$ cat src/rtl/tc_pkg.sv
package tc_pkg;

    localparam logic [2:0] ADR_CTRL = 3'd0;
    localparam logic [2:0] ADR_VHI  = 3'd1;
    localparam logic [2:0] ADR_VLO  = 3'd2;
    localparam logic [2:0] ADR_CHI  = 3'd3;
    localparam logic [2:0] ADR_CLO  = 3'd4;

    localparam logic [1:0] MODE_SWCMP = 2'b01;
    localparam logic [1:0] EDGE_SET   = 2'b10;

    typedef struct packed {
        logic       flag;
        logic       ien;
        logic [1:0] mode;
        logic [1:0] edge_sel;
        logic [1:0] aux;
    } ctrl_t;

endpackage

$ cat src/rtl/tc_counter.sv
module tc_counter #(
    parameter int unsigned CNT_W = 16
) (
    input  logic             clk,
    input  logic             rst_n,
    input  logic             run,
    input  logic             tick,
    output logic             step,
    output logic [CNT_W-1:0] cnt_q,
    output logic [CNT_W-1:0] cnt_nxt
);

    typedef struct packed {
        logic [CNT_W-1:0] cnt;
    } cnt_st_t;

    cnt_st_t s_d, s_q;

    always_comb begin
        s_d     = s_q;
        step    = run && tick;
        cnt_nxt = s_q.cnt + 1'b1;
        if (step) begin
            s_d.cnt = cnt_nxt;
        end
    end

    always_ff @(posedge clk) begin
        if (!rst_n) begin
            s_q <= '0;
        end else begin
            s_q <= s_d;
        end
    end

    assign cnt_q = s_q.cnt;

    assert_cnt_hold_R2: assert property (@(posedge clk) disable iff (!rst_n)
        !step |=> $stable(cnt_q));

    assert_cnt_step_R2: assert property (@(posedge clk) disable iff (!rst_n)
        step |=> (cnt_q == $past(cnt_q) + 1'b1));

endmodule

$ cat src/rtl/tc_cmp_buffer.sv
module tc_cmp_buffer #(
    parameter int unsigned BYTE_W = 8,
    localparam int unsigned CNT_W = 2 * BYTE_W
) (
    input  logic              clk,
    input  logic              rst_n,
    input  logic              run,
    input  logic              step,
    input  logic              hi_wr,
    input  logic              lo_wr,
    input  logic              ctrl_wr,
    input  logic [BYTE_W-1:0] wdata,
    output logic [CNT_W-1:0]  active
);

    typedef struct packed {
        logic [BYTE_W-1:0] hi_buf;
        logic [CNT_W-1:0]  pend_val;
        logic              pend;
        logic [CNT_W-1:0]  active;
    } buf_st_t;

    buf_st_t s_d, s_q;

    always_comb begin
        s_d = s_q;
        if (hi_wr) begin
            s_d.hi_buf = wdata;
        end
        if (lo_wr) begin
            if (!run) begin
                s_d.active = {s_q.hi_buf, wdata};
                s_d.pend   = 1'b0;
            end else begin
                s_d.pend_val = {s_q.hi_buf, wdata};
                s_d.pend     = 1'b1;
            end
        end else if (ctrl_wr) begin
            s_d.pend = 1'b0;
        end else if (s_q.pend && step) begin
            s_d.active = s_q.pend_val;
            s_d.pend   = 1'b0;
        end
    end

    always_ff @(posedge clk) begin
        if (!rst_n) begin
            s_q <= '0;
        end else begin
            s_q <= s_d;
        end
    end

    assign active = s_q.active;

    assert_cancel_R10: assert property (@(posedge clk) disable iff (!rst_n)
        ctrl_wr |=> !s_q.pend);

    assert_hold_R9: assert property (@(posedge clk) disable iff (!rst_n)
        (!lo_wr && !(s_q.pend && step)) |=> $stable(active));

    assert_deferred_R8: assert property (@(posedge clk) disable iff (!rst_n)
        (lo_wr && run) |=> $stable(active));

endmodule

$ cat src/rtl/tc_channel.sv
module tc_channel #(
    parameter int unsigned BYTE_W = 8,
    localparam int unsigned CNT_W = 2 * BYTE_W
) (
    input  logic              clk,
    input  logic              rst_n,
    input  logic              step,
    input  logic [CNT_W-1:0]  cnt_nxt,
    input  logic [CNT_W-1:0]  active,
    input  logic              ctrl_wr,
    input  logic              ctrl_rd,
    input  logic [BYTE_W-1:0] wdata,
    output tc_pkg::ctrl_t     ctrl,
    output logic              pin,
    output logic              irq
);
    import tc_pkg::*;

    typedef struct packed {
        ctrl_t ctrl;
        logic  armed;
        logic  pin;
    } ch_st_t;

    ch_st_t s_d, s_q;
    logic   match;
    logic   clr;

    always_comb begin
        s_d   = s_q;
        match = step && (cnt_nxt == active) && (s_q.ctrl.mode == MODE_SWCMP);
        clr   = ctrl_wr && s_q.armed && !wdata[BYTE_W-1];
        if (ctrl_wr) begin
            s_d.ctrl.ien      = wdata[6];
            s_d.ctrl.mode     = wdata[5:4];
            s_d.ctrl.edge_sel = wdata[3:2];
            s_d.ctrl.aux      = wdata[1:0];
            s_d.armed         = 1'b0;
        end else if (ctrl_rd && s_q.ctrl.flag) begin
            s_d.armed = 1'b1;
        end
        if (match) begin
            s_d.ctrl.flag = 1'b1;
            if (s_q.ctrl.edge_sel == EDGE_SET) begin
                s_d.pin = 1'b1;
            end
        end else if (clr) begin
            s_d.ctrl.flag = 1'b0;
        end
    end

    always_ff @(posedge clk) begin
        if (!rst_n) begin
            s_q <= '0;
        end else begin
            s_q <= s_d;
        end
    end

    assign ctrl = s_q.ctrl;
    assign pin  = s_q.pin;
    assign irq  = s_q.ctrl.flag && s_q.ctrl.ien;

    assert_flag_rise_R3: assert property (@(posedge clk) disable iff (!rst_n)
        $rose(ctrl.flag) |-> $past(step && (cnt_nxt == active)));

    assert_flag_fall_R4: assert property (@(posedge clk) disable iff (!rst_n)
        $fell(ctrl.flag) |-> $past(ctrl_wr && s_q.armed));

    assert_pin_sticky_R6: assert property (@(posedge clk) disable iff (!rst_n)
        !$fell(pin));

    assert_irq_flag_R5: assert property (@(posedge clk) disable iff (!rst_n)
        irq |-> ctrl.flag);

endmodule

$ cat src/rtl/tmr_ochan.sv
module tmr_ochan #(
    parameter int unsigned BYTE_W = 8,
    localparam int unsigned CNT_W = 2 * BYTE_W
) (
    input  logic              clk,
    input  logic              rst_n,
    input  logic [1:0]        clk_sel,
    input  logic              cnt_tick,
    input  logic [2:0]        bus_addr,
    input  logic              bus_wr,
    input  logic              bus_rd,
    input  logic [BYTE_W-1:0] bus_wdata,
    output logic [BYTE_W-1:0] bus_rdata,
    output logic              cmp_pin,
    output logic              irq
);
    import tc_pkg::*;

    logic             run, step;
    logic [CNT_W-1:0] cnt_q, cnt_nxt, active;
    logic             ctrl_wr, ctrl_rd, hi_wr, lo_wr;
    ctrl_t            ctrl;

    always_comb begin
        run     = |clk_sel;
        ctrl_wr = bus_wr && (bus_addr == ADR_CTRL);
        ctrl_rd = bus_rd && (bus_addr == ADR_CTRL);
        hi_wr   = bus_wr && (bus_addr == ADR_VHI);
        lo_wr   = bus_wr && (bus_addr == ADR_VLO);
    end

    tc_counter #(.CNT_W(CNT_W)) i_cnt (
        .clk     (clk),
        .rst_n   (rst_n),
        .run     (run),
        .tick    (cnt_tick),
        .step    (step),
        .cnt_q   (cnt_q),
        .cnt_nxt (cnt_nxt)
    );

    tc_cmp_buffer #(.BYTE_W(BYTE_W)) i_buf (
        .clk     (clk),
        .rst_n   (rst_n),
        .run     (run),
        .step    (step),
        .hi_wr   (hi_wr),
        .lo_wr   (lo_wr),
        .ctrl_wr (ctrl_wr),
        .wdata   (bus_wdata),
        .active  (active)
    );

    tc_channel #(.BYTE_W(BYTE_W)) i_ch (
        .clk     (clk),
        .rst_n   (rst_n),
        .step    (step),
        .cnt_nxt (cnt_nxt),
        .active  (active),
        .ctrl_wr (ctrl_wr),
        .ctrl_rd (ctrl_rd),
        .wdata   (bus_wdata),
        .ctrl    (ctrl),
        .pin     (cmp_pin),
        .irq     (irq)
    );

    always_comb begin
        unique case (bus_addr)
            ADR_CTRL: bus_rdata = ctrl;
            ADR_VHI:  bus_rdata = active[CNT_W-1:BYTE_W];
            ADR_VLO:  bus_rdata = active[BYTE_W-1:0];
            ADR_CHI:  bus_rdata = cnt_q[CNT_W-1:BYTE_W];
            ADR_CLO:  bus_rdata = cnt_q[BYTE_W-1:0];
            default:  bus_rdata = '0;
        endcase
    end

    assert_bus_excl_R11: assert property (@(posedge clk) disable iff (!rst_n)
        !(bus_wr && bus_rd));

endmodule

$ cat config.mk
export PLATFORM = sky130hd
export DESIGN_NAME = tmr_ochan
export DESIGN_NICKNAME = d
export VERILOG_FILES = /design/src/rtl/tc_pkg.sv /design/src/rtl/tc_counter.sv /design/src/rtl/tc_cmp_buffer.sv /design/src/rtl/tc_channel.sv /design/src/rtl/tmr_ochan.sv
export SDC_FILE = /design/constraint.sdc
export NUM_CORES = 1
export LEC_CHECK = 0
export BUFFER_PORTS_ARGS = -buffer_cell sky130_fd_sc_hd__clkbuf_2
export CAP_MARGIN = 20
export CORE_ASPECT_RATIO = 1.4
export CORE_MARGIN = 2
export CORE_UTILIZATION = 50
export CTS_CLUSTER_DIAMETER = 100
export DETAILED_ROUTE_END_ITERATION = 6
export HOLD_SLACK_MARGIN = 0.1
export MAX_ROUTING_LAYER = met4
export PLACE_DENSITY = 0.68
export SYNTH_ARGS = -nofsm -noshare
export SYNTH_HDL_FRONTEND = slang
export SYNTH_SLANG_ARGS = --single-unit
export TNS_END_PERCENT = 10
$ cat constraint.sdc
create_clock -name clk -period 2.77 [get_ports clk]
set_clock_uncertainty 0.05 [all_clocks]
set_input_delay 0.4155 -clock clk [delete_from_list [all_inputs] [get_ports clk]]
set_output_delay 0.4155 -clock clk [all_outputs]
set_load 0.03 [all_outputs]
; Yosys cells after proc, flatten, opt, wreduce, memory -nomap -nowiden
; Cells that the tools add are included.
[word_totals]
reg_bits = 67
latchBits = 0
ram_bits = 0
romBits = 0
input_bits = 18
output_inout_bits = 10
wordCells = 54
mem_count = 0
[classes]
add_sub_neg = 1
n_mul = 0
n_div = 0
order_cmp = 0
n_eq_ne = 9
shift = 0
mux = 9
bitwise_logic = 1
reduce_logical = 22
[ops]
columns = cell, n
row1 = $pmux W8 S5, 1
row2 = $mux W17, 2
row3 = $mux W16, 2
row4 = $add A16 B1 Y16 const B, 1
row5 = $eq A16 B16 Y1, 1
row6 = $logic_and A1 B1 Y1, 12
row7 = $eq A3 B2 Y1 const B, 2
row8 = $mux W1, 4
row9 = $ne A2 B2 Y1 const B, 2
row10 = $reduce_and A2 Y1, 2
row11 = $reduce_bool A2 Y1, 2
row12 = $reduce_or A2 Y1, 2
row13 = $eq A3 B1 Y1 const B, 1
row14 = $eq A3 B3 Y1 const B, 1
row15 = $logic_not A3 Y1, 1
row16 = $reduce_and A3 Y1, 1
row17 = $reduce_bool A3 Y1, 1
row18 = $eq A2 B1 Y1 const B, 1
row19 = $eq A2 B2 Y1 const B, 1
row20 = $logic_not A1 Y1, 1
row21 = $not A1 Y1, 1

; Depth between registers and ports, before layout
; Gate-level depths: netlist of run 1.
[depth]
ltp_word = 6
mapped_depth = 9
ltp_nobuf = 7

; By module
; Synthesis of run 1 repeated with hierarchy kept, for this count alone.
[hier_totals]
hier_cells = 428
hier_area_um2 = 3794.9
[by_module_without_submodules]
columns = module, instances, cells_each, area_per_inst_um2, seq_area_each_um2
row1 = tc_cmp_buffer, 1, 192, 1843.0, 820.8
row2 = tc_counter, 1, 121, 945.9, 320.3
row3 = tc_channel, 1, 66, 624.3, 200.2
row4 = tmr_ochan, 1, 49, 381.6, 0.0

; Worst setup path after synthesis of run 1
; No wires, ideal clock.
[synth_path]
kind = in2out
startpoint = input port bus_addr[0]
endpoint = output port bus_rdata[0]
t_arrival_ps = 1744
path_slack_ps = 560
stages = 5
path_buffers = 2
path_cell_list = buf_2 > buf_1 > nor2_1 > a21oi_1 > o22ai_1
[synth_via]
elab_chain_len = 2
word_cells_on_any_way = 6
cone_classes = 4 x eq/ne / 1 x mux / 1 x reduce/logical
[synth_rtl]
columns = element, line_no
row1 = from (decl), tmr_ochan.sv:9  ; input logic [2:0] bus_addr,
row2 = "$eq A3 B3 Y1, or another cell as far along", tmr_ochan.sv:69  ; unique case (bus_addr)
row3 = $pmux W8 S5 *, tmr_ochan.sv:69
row4 = to (decl), tmr_ochan.sv:13  ; output logic [BYTE_W-1:0] bus_rdata,
; Every way passes the cells marked *; elsewhere a longest branch is shown, timed or not.

; Final worst setup path of run 1
[layout_path]
startpoint = input port bus_addr[0]
endpoint = output port bus_rdata[1]
; Same word-level chain as after synthesis.

==> flow_summary.json, run 1 <==
{
  "reg2reg_to": "i_ch.pin",
  "power_mw": 2.04,
  "reg2regPathDepth": 6,
  "fmax_mhz": 430,
  "wirelength_mm": 9.09,
  "yosysSeqAreaShare_pct": 36.6,
  "min_path_cells": 3,
  "synth_fa_ha_area_share_pct": 0.342,
  "syn2layout_area_growth_pct": 10.4,
  "post_cts_buffers": 0,
  "clock_latency_ps": 350,
  "grt_pass1_vias": 2896,
  "syn_inst": 425,
  "fp.dieArea_sq_um": 8030,
  "status": "finished, final reports clean",
  "final_max_slew_viol_count": 0,
  "synthesis.nets": 444,
  "p_leak_nw": 1.62,
  "synth_top_family_by_area": "simple AND/OR/NAND/NOR gates",
  "syn_area_sq_um": 3660,
  "numCtsBuffers": 9,
  "cts-resized-gates": 0,
  "cts_root_buffer": "clkbuf_8",
  "crit_fanout": 12,
  "path_delay_family": "simple AND/OR/NAND/NOR gates",
  "hold_end": "i_ch.s_q[1]",
  "die-height_microns": 105,
  "placed_area_sq_um": 3830,
  "worstSetupPathType": "in -> out",
  "final_layout_size_suffix_gt1_share_pct": 13.9,
  "fin_crit_sh_pct": 84.0,
  "finalInstanceArea_sq_um": 4040,
  "tightest_slew_ps": 898,
  "cp_data_required_time_ps": 2300,
  "worstPathCellList": "clkbuf_2 -> nor2b_1 -> a22oi_1 -> o22ai_1 -> clkbuf_2",
  "ys_ff_latch": 67,
  "min_period_ps": 2330,
  "synth_cell_types": 50,
  "path_clk_slew_ps": 70,
  "wl_per_cell_microns": 16.8,
  "io_buffer_count": 27,
  "final_core_util_pct": 57.5,
  "ctsHoldBuffers": 0,
  "clkSinkCount": 67,
  "endpoint_kind": "output port",
  "antenna_cells": 0,
  "gp_congestion": 0.956,
  "slowest_delay_ps": 510,
  "grt_pass1_wl_mm": 14.7,
  "setup_tns_ps": 0,
  "cp_common_cell": "clkbuf_2",
  "rows": 36,
  "ios": 28,
  "hold_slack_ps": 262,
  "synth_edf_count": 0,
  "cts_buffer_depth": 2,
  "grt_overflow": 0,
  "critPathBufInv": 2,
  "setup_viol": 0,
  "hold_class": "in -> reg",
  "slew_headroom_pct": 39.8,
  "ys.flop_type": "dfxtp_1",
  "avgSynthCellArea_sq_um": 8.62,
  "startpoint_type": "input pin",
  "core_sq_um": 7030,
  "drc": 0,
  "hp-start": "bus_rd",
  "antenna_found_initial": 0,
  "r2r_setup_slack_ps": 590,
  "htreeDepth": 3,
  "fin_nets": 460,
  "power_density_nw_per_um2": 505,
  "yosys_warnings": 0,
  "viasPerCell": 5.69,
  "first_pass_iters": 5,
  "grt_max_degree": 68,
  "initial_utilization_pct": 52.1,
  "hold_viol_final": 0,
  "grt_usage_pct": 23.9,
  "cts_tree": "yes",
  "async_reset_ff_share_pct": 0,
  "yosys.area_share.simple_pct": 23.1,
  "vias": 3078,
  "synth_compound_area_share_pct": 18.8,
  "synthMuxAreaShare_pct": 9.05,
  "die-width_microns": 76.3,
  "rsz0062_at_grt": "false",
  "ir_drop_v": 0.000442,
  "ant_nets": 0,
  "drt_iter0_markers": 193,
  "rr_startpoint": "i_cnt.cnt_q[4]",
  "cp_slowest_cell": "nor2b_1",
  "worst_ep_arrival_time_ps": 1860,
  "hpwl_mm": 6.67,
  "synth-xor-area-share_pct": 7.41,
  "drv_cap": 0,
  "fill_cells": 706
}
-- synth_stat cells (7+ instances only) --
master	number	area share (%)
nor2b_1	12	2.0
o211a_1	16	4.4
nand3_1	15	2.0
nor2_1	15	1.5
dfxtp_1	67	37
mux2i_1	32	8.7
nand2_1	77	7.9
clkbuf_1	12	1.2
buf_2	12	1.6
a21boi_0	29	5.9
o22ai_1	7	1.2
xor2_1	8	1.9
a21oi_1	11	1.5
o21ai_0	9	1.2
xnor2_1	23	5.5
and2_1	13	2.2
-- layout by cell type, fill, tap and decap left out, types with 8 or more instances in the layout --
master / netlist / layout
a21boi_0: 29 / 29
a21oi_1: 11 / 11
and2_1: 13 / 13
buf_4: 5 / 8
clkbuf_2: 0 / 27
clkbuf_8: 0 / 12
dfxtp_1: 67 / 67
mux2i_1: 32 / 32
nand2_1: 77 / 77
nand3_1: 15 / 15
nor2_1: 15 / 15
nor2b_1: 12 / 12
o211a_1: 16 / 16
o21ai_0: 9 / 9
xnor2_1: 23 / 23
xor2_1: 8 / 8
-- through the flow --
stage	instances	worst slack, ps
floorplan	425	560
global placement	524	516
detailed placement	525	457
CTS	541	453
global route	541	395
finish	541	443
-- registers in the layout, indices dropped and copies added (netlist names) --
| register | cells |
|---|---|
| i_ch.s_q | 1 |
| i_buf.s_q | 25 |
| i_cnt.cnt_q | 16 |
| i_ch.ctrl | 8 |
| i_buf.active | 16 |
| i_ch.pin | 1 |
-- layout make-up --
class                      count  area [sq um]  area share (%)
clock inverter                 1          30.0           0.743
sequential                    67          1340            33.2
inverter                       3          11.3           0.279
timing repair buffer          36           206            5.11
tap                           95           119            2.94
multi-input combinational    324          2160            53.4
clock buffer                  15           176            4.37
-- metal layers --
layer  GRT usage (%)  routed length (microns)
met1            27.9                     3900
met5               -                        0
met2            40.0                     4530
met4            10.9                      278
met3            4.45                      380
-- cell families after synthesis --
kind of cell	after synthesis
mux	33
flops	67
fa+ha+maj	1
compound gates	93
xor+xnor	31
simple gates	166
buf+inv	34
-- power breakdown --
| group | internal, mW | switching, mW |
|---|---|---|
| clock network | 0.491 | 0.368 |
| logic | 0.0713 | 0.106 |
| registers | 0.983 | 0.0226 |
| total | 1.55 | 0.497 |
-- worst max-delay path by stage --
stage / startpoint / to / slack [ps] / depth (start not counted)
floorplan: bus_addr[0] / bus_rdata[0] / 560 / 5
global placement: bus_addr[0] / bus_rdata[0] / 520 / 5
detailed placement: bus_addr[1] / i_buf.active[13] / 460 / 8
CTS: bus_addr[0] / bus_rdata[0] / 450 / 5
global route: bus_addr[0] / bus_rdata[0] / 390 / 5
finish: bus_addr[0] / bus_rdata[1] / 440 / 5
-- worst reg2reg max path: cells and delay by family, from the launching register on --
| kind | cells | cell delay, ps |
|---|---|---|
| and+or+nand+nor | 3 | 730 |
| DFF | 1 | 630 |
| AOI/OAI and AO/OA | 2 | 590 |
| xor gates and xnor gates | 1 | 100 |
Power figures use the tool's default switching activity.
==> inputs of run 2 (changes only) <==
Settings changed: ABC_AREA set to 1.
Clock period 2.77 ns to 2.2 ns, I/O delays scaled along.
==> flow_summary.json, run 2 <==
{
  "tightest_slew_ps": 567,
  "syn2layout_area_growth_pct": 13.1,
  "hold_viol_final": 0,
  "core_sq_um": 6980,
  "cts_buffer_depth": 2,
  "fin_nets": 576,
  "final_layout_size_suffix_gt1_share_pct": 16.0,
  "cts_tree": "yes",
  "numCtsBuffers": 9,
  "setup_viol": 0,
  "first_pass_iters": 5,
  "worstSetupPathType": "reg -> out",
  "synth_edf_count": 0,
  "cts_root_buffer": "clkbuf_8",
  "wl_per_cell_microns": 14.7,
  "drt_iter0_markers": 218,
  "fin_crit_sh_pct": 94.0,
  "antenna_found_initial": 0,
  "synth_top_area_share_pct": 37.0,
  "yosys.area.top_type": "dfxtp_1",
  "cp_data_required_time_ps": 1820,
  "endpoint_kind": "output port",
  "synthesis.nets": 542,
  "r2r_setup_slack_ps": 190,
  "fp.dieArea_sq_um": 7960,
  "final_max_slew_viol_count": 0,
  "rows": 36,
  "vias": 3562,
  "crit_fanout": 6,
  "htreeDepth": 3,
  "grt_usage_pct": 26.1,
  "worst_ep_arrival_time_ps": 1690,
  "top_register": "i_buf.s_q",
  "die-height_microns": 105,
  "ios": 28,
  "p_leak_nw": 1.76,
  "antenna_cells": 0,
  "async_reset_ff_share_pct": 0,
  "path_clk_slew_ps": 80,
  "hold_class": "in -> reg",
  "synth_cell_types": 33,
  "grt_pass1_wl_mm": 16.1,
  "fill_cells": 694,
  "status": "finished, final reports clean",
  "drc": 0,
  "synth_common_cells": "nand2_1 (121), inv_1 (70), dfxtp_1 (67), a21oi_1 (46)",
  "min_period_ps": 2070,
  "rr_startpoint": "i_cnt.cnt_q[8]",
  "setup_tns_ps": 0,
  "hold_end": "i_ch.s_q[1]",
  "clock_latency_ps": 360,
  "reg2regPathDepth": 12,
  "die-width_microns": 76.0,
  "grt_pass1_vias": 3383,
  "yosys_warnings": 0,
  "power_mw": 2.72,
  "syn_inst": 523,
  "drv_cap": 0,
  "ir_drop_v": 0.000482,
  "synth.most_common_cell": "nand2_1",
  "slew_headroom_pct": 62.2,
  "grt_overflow": 0,
  "mostFrequentLayoutCell": "nand2_1",
  "initial_utilization_pct": 52.0,
  "wirelength_mm": 9.67,
  "largest_register_ffs": 25,
  "yosysSeqAreaShare_pct": 37.0,
  "grt_max_degree": 25,
  "regArea_sq_um": 1340,
  "multiInputGateArea_sq_um": 1900,
  "fmax_mhz": 484,
  "startpoint_type": "register",
  "ys_ff_latch": 67,
  "avgSynthCellArea_sq_um": 6.94,
  "min_path_cells": 3,
  "final_cell_mix": "nand2_1 (121), inv_1 (70), dfxtp_1 (65)",
  "io_buffer_count": 27,
  "clkSinkCount": 67,
  "hpwl_mm": 7.49,
  "gp_congestion": 0.921,
  "synthTopCellsByArea": "dfxtp_1 (37%), nand2_1 (13%), inv_1 (7.2%)",
  "power_density_nw_per_um2": 663,
  "ys.flop_type": "dfxtp_1",
  "viasPerCell": 5.43,
  "reg2reg_to": "i_ch.pin",
  "syn_area_sq_um": 3630,
  "hp-start": "bus_rd",
  "ant_nets": 0
}
run 2: layer usage:
| metal | up-vias | wire length, microns | global-route usage, % |
|---|---|---|---|
| met5 | - | 0 | - |
| met2 | 87 | 4850 | 44.1 |
| li1 | 1823 | - | - |
| met1 | 1618 | 4120 | 29.3 |
| met4 | 0 | 316 | 13.2 |
| met3 | 34 | 395 | 5.01 |
run 2: cell type report:
cell class / count / share of cell area, %
Multi-Input combinational cell: 360 / 46.4
Sequential cell: 67 / 32.8
Inverter: 78 / 7.20
Timing Repair Buffer: 41 / 5.86
Clock buffer: 11 / 3.69
Tap cell: 95 / 2.90
Clock inverter: 4 / 1.22
run 2: worst max-delay path by stage:
| stage | start | endpoint | slack, ps | depth (start not counted) |
|---|---|---|---|---|
| 6_report | i_cnt.cnt_q[3] | bus_rdata[3] | 130 | 5 |
| 5_1_grt | i_cnt.cnt_q[8] | i_ch.pin | -9 | 12 |
| 4_1_cts | i_cnt.cnt_q[3] | bus_rdata[3] | 120 | 5 |
| 3_5_place_dp | i_cnt.cnt_q[0] | i_ch.pin | 160 | 13 |
| 3_3_place_gp | i_cnt.cnt_q[0] | i_ch.pin | 200 | 13 |
| 2_1_floorplan | bus_addr[1] | bus_rdata[2] | 460 | 3 |
run 2: worst max-delay path: stages, from the launching register on:
cell and delay, ps:
dfxtp_1 370, inv_1 180, o22ai_1 140, a221oi_1 270, o21ai_0 160, clkbuf_2 210
run 2: stage by stage:
stage	hold WS, ps	setup slack, ps	cell area (sq um)	cells	utilization (%)
after global placement	393	199	3890	640	55.7
after detailed placement	403	164	3890	640	55.7
final	189	132	4100	656	58.8
after global routing	202	-9.12	4100	656	58.8
after CTS	185	117	4090	655	58.6
after floorplan	391	457	3630	523	-
run 2: kinds of logic (layout without fill, tap and decap cells):
kind of cell               after synthesis  in the layout  synth area share [%]
AOI/OAI and AO/OA                      138            138                  23.7
xor gates and xnor gates                 2              2                 0.862
adders and majority gates                1              1                 0.345
buffers and inverters                   96            134                  10.6
DFF                                     67             67                  37.0
and+or+nand+nor                        219            219                  27.5
run 2: power by group:
part / switching, mW / internal [mW] / total [mW]
combinational: 0.229 / 0.117 / 0.346
sequential: 0.0506 / 1.26 / 1.31
clock: 0.485 / 0.577 / 1.06
run 2: timing repair:
| action | CTS | global route |
|---|---|---|
| setup endpoints to repair | 0 | 2 |
| buffers inserted | 0 | 1 |
| hold buffers | 0 | 0 |
| resized for setup | 0 | 3 |
==> inputs of run 3 (changes only) <==
--- a/constraint.sdc
+++ b/constraint.sdc
@@ -3,3 +3,3 @@
 set_input_delay 0.33 -clock clk [delete_from_list [all_inputs] [get_ports clk]]
 set_output_delay 0.33 -clock clk [all_outputs]
-set_load 0.03 [all_outputs]
+set_load 0.005 [all_outputs]
==> flow_summary.json, run 3 (synthesized netlist as in run 2, its figures left out) <==
{
  "mostFrequentLayoutCell": "nand2_1",
  "die-height_microns": 105,
  "syn2layout_area_growth_pct": 15.0,
  "placed_area_sq_um": 3890,
  "fin_crit_sh_pct": 92.1,
  "top_register": "i_buf.s_q",
  "cts_tree": "yes",
  "grt_max_degree": 36,
  "power_mw": 2.99,
  "final_core_util_pct": 59.7,
  "p_leak_nw": 1.79,
  "tightest_slew_ps": 639,
  "slew_headroom_pct": 57.3,
  "grt_pass1_wl_mm": 16.6,
  "htreeDepth": 3,
  "io_buffer_count": 27,
  "gp_congestion": 0.946,
  "hpwl_mm": 7.48,
  "cts_root_buffer": "clkbuf_8",
  "die-width_microns": 76.0,
  "final_max_slew_viol_count": 0,
  "power_density_nw_per_um2": 717,
  "drt_iter0_markers": 220,
  "fin_nets": 576,
  "final_cell_mix": "nand2_1 (120), inv_1 (70), dfxtp_1 (66)",
  "vias": 3586,
  "grt_overflow": 0,
  "grt_usage_pct": 27.1,
  "rsz0062_at_grt": "false",
  "stdcell_count": 657,
  "hold_class": "in -> reg",
  "min_period_ps": 2030,
  "clock_latency_ps": 350,
  "drc": 0,
  "fmax_mhz": 494,
  "largest_register_ffs": 25,
  "rows": 36,
  "antenna_cells": 0,
  "cts_buffer_depth": 2,
  "clkSinkCount": 67,
  "hold_slack_ps": 215,
  "wl_per_cell_microns": 15.3,
  "path_clk_slew_ps": 70,
  "final_layout_size_suffix_gt1_share_pct": 16.2,
  "startpoint_type": "register",
  "setup_viol": 0,
  "ant_nets": 0,
  "cp_data_required_time_ps": 2420,
  "setup_tns_ps": 0,
  "worst_slack_ps": 175,
  "antenna_found_initial": 0,
  "ir_drop_v": 0.000484,
  "fp.dieArea_sq_um": 7960,
  "grt_pass1_vias": 3421,
  "ios": 28,
  "r2r_setup_slack_ps": 170,
  "numCtsBuffers": 9,
  "dpl_worst_slack_ps": 117,
  "worstSetupPathType": "reg -> reg",
  "worst_ep_arrival_time_ps": 2250,
  "endpoint_kind": "register",
  "drv_cap": 0,
  "first_pass_iters": 5,
  "wirelength_mm": 10.0,
  "initial_utilization_pct": 52.0,
  "status": "finished, final reports clean",
  "finalInstanceArea_sq_um": 4170,
  "crit_fanout": 5,
  "viasPerCell": 5.46,
  "core_sq_um": 6980,
  "hold_viol_final": 0,
  "dp.cells": 640
}
-- run 3: cell types whose count changed in the layout (fill, tap and decap cells not counted), sizes merged --
cell,before,now
bufinv,1,4
clkinvlp,2,0
nor2,47,48
buf,14,13
-- run 3: cell type report --
| class | count | area [sq um] |
|---|---|---|
| repair buffers | 40 | 233 |
| inverters | 78 | 295 |
| multi-input cells | 361 | 1920 |
| well taps | 95 | 119 |
| clock buffers | 11 | 131 |
| clock inverters | 5 | 125 |
| flip-flops and latches | 67 | 1340 |
| fillers | 662 | 2810 |
-- run 3: critical path, cell delays in order, from the launching register on --
cell	delay, ps
dfxtp_1	410
ha_2	250
nand2_2	120
nor2_4	200
nand2_1	100
nand3_1	70
nand2_1	50
clkinv_1	40
nand2_1	40
nor2_1	100
nand3_1	90
nor2_1	190
nand3_1	110
a21oi_1	130
-- run 3: routing by layer --
| metal | wire (microns) | global-route usage, % | up-vias | part of all wire, % |
|---|---|---|---|---|
| li1 | - | - | 1818 | - |
| met1 | 4310 | 31.6 | 1638 | 43 |
| met2 | 4990 | 45.3 | 104 | 50 |
| met3 | 388 | 5.61 | 26 | 3.9 |
| met4 | 358 | 11.7 | 0 | 3.6 |
| met5 | 0 | - | - | 0 |
-- run 3: final timing paths --
| check | start | cells after the start | to |
|---|---|---|---|
| hold reg to reg | i_buf.s_q[29] | 2 | i_buf.s_q[29] |
| setup reg to reg | i_cnt.cnt_q[1] | 13 | i_ch.pin |
| hold / removal | bus_rd | 3 | i_ch.s_q[1] |
| setup / recovery | i_cnt.cnt_q[1] | 13 | i_ch.pin |
-- run 3: what timing repair did --
action	4_1_cts	5_1_grt
resized for setup	0	6
endpoints found under the setup margin	0	2
buffers inserted	0	0
hold buffers	0	0
-- run 3: power by group --
group          switching [mW]  total [mW]  internal [mW]  leakage, nW
Sequential             0.0541        1.32           1.26        0.546
Combinational           0.219       0.336          0.117         1.11
Clock                   0.469        1.34          0.867        0.128
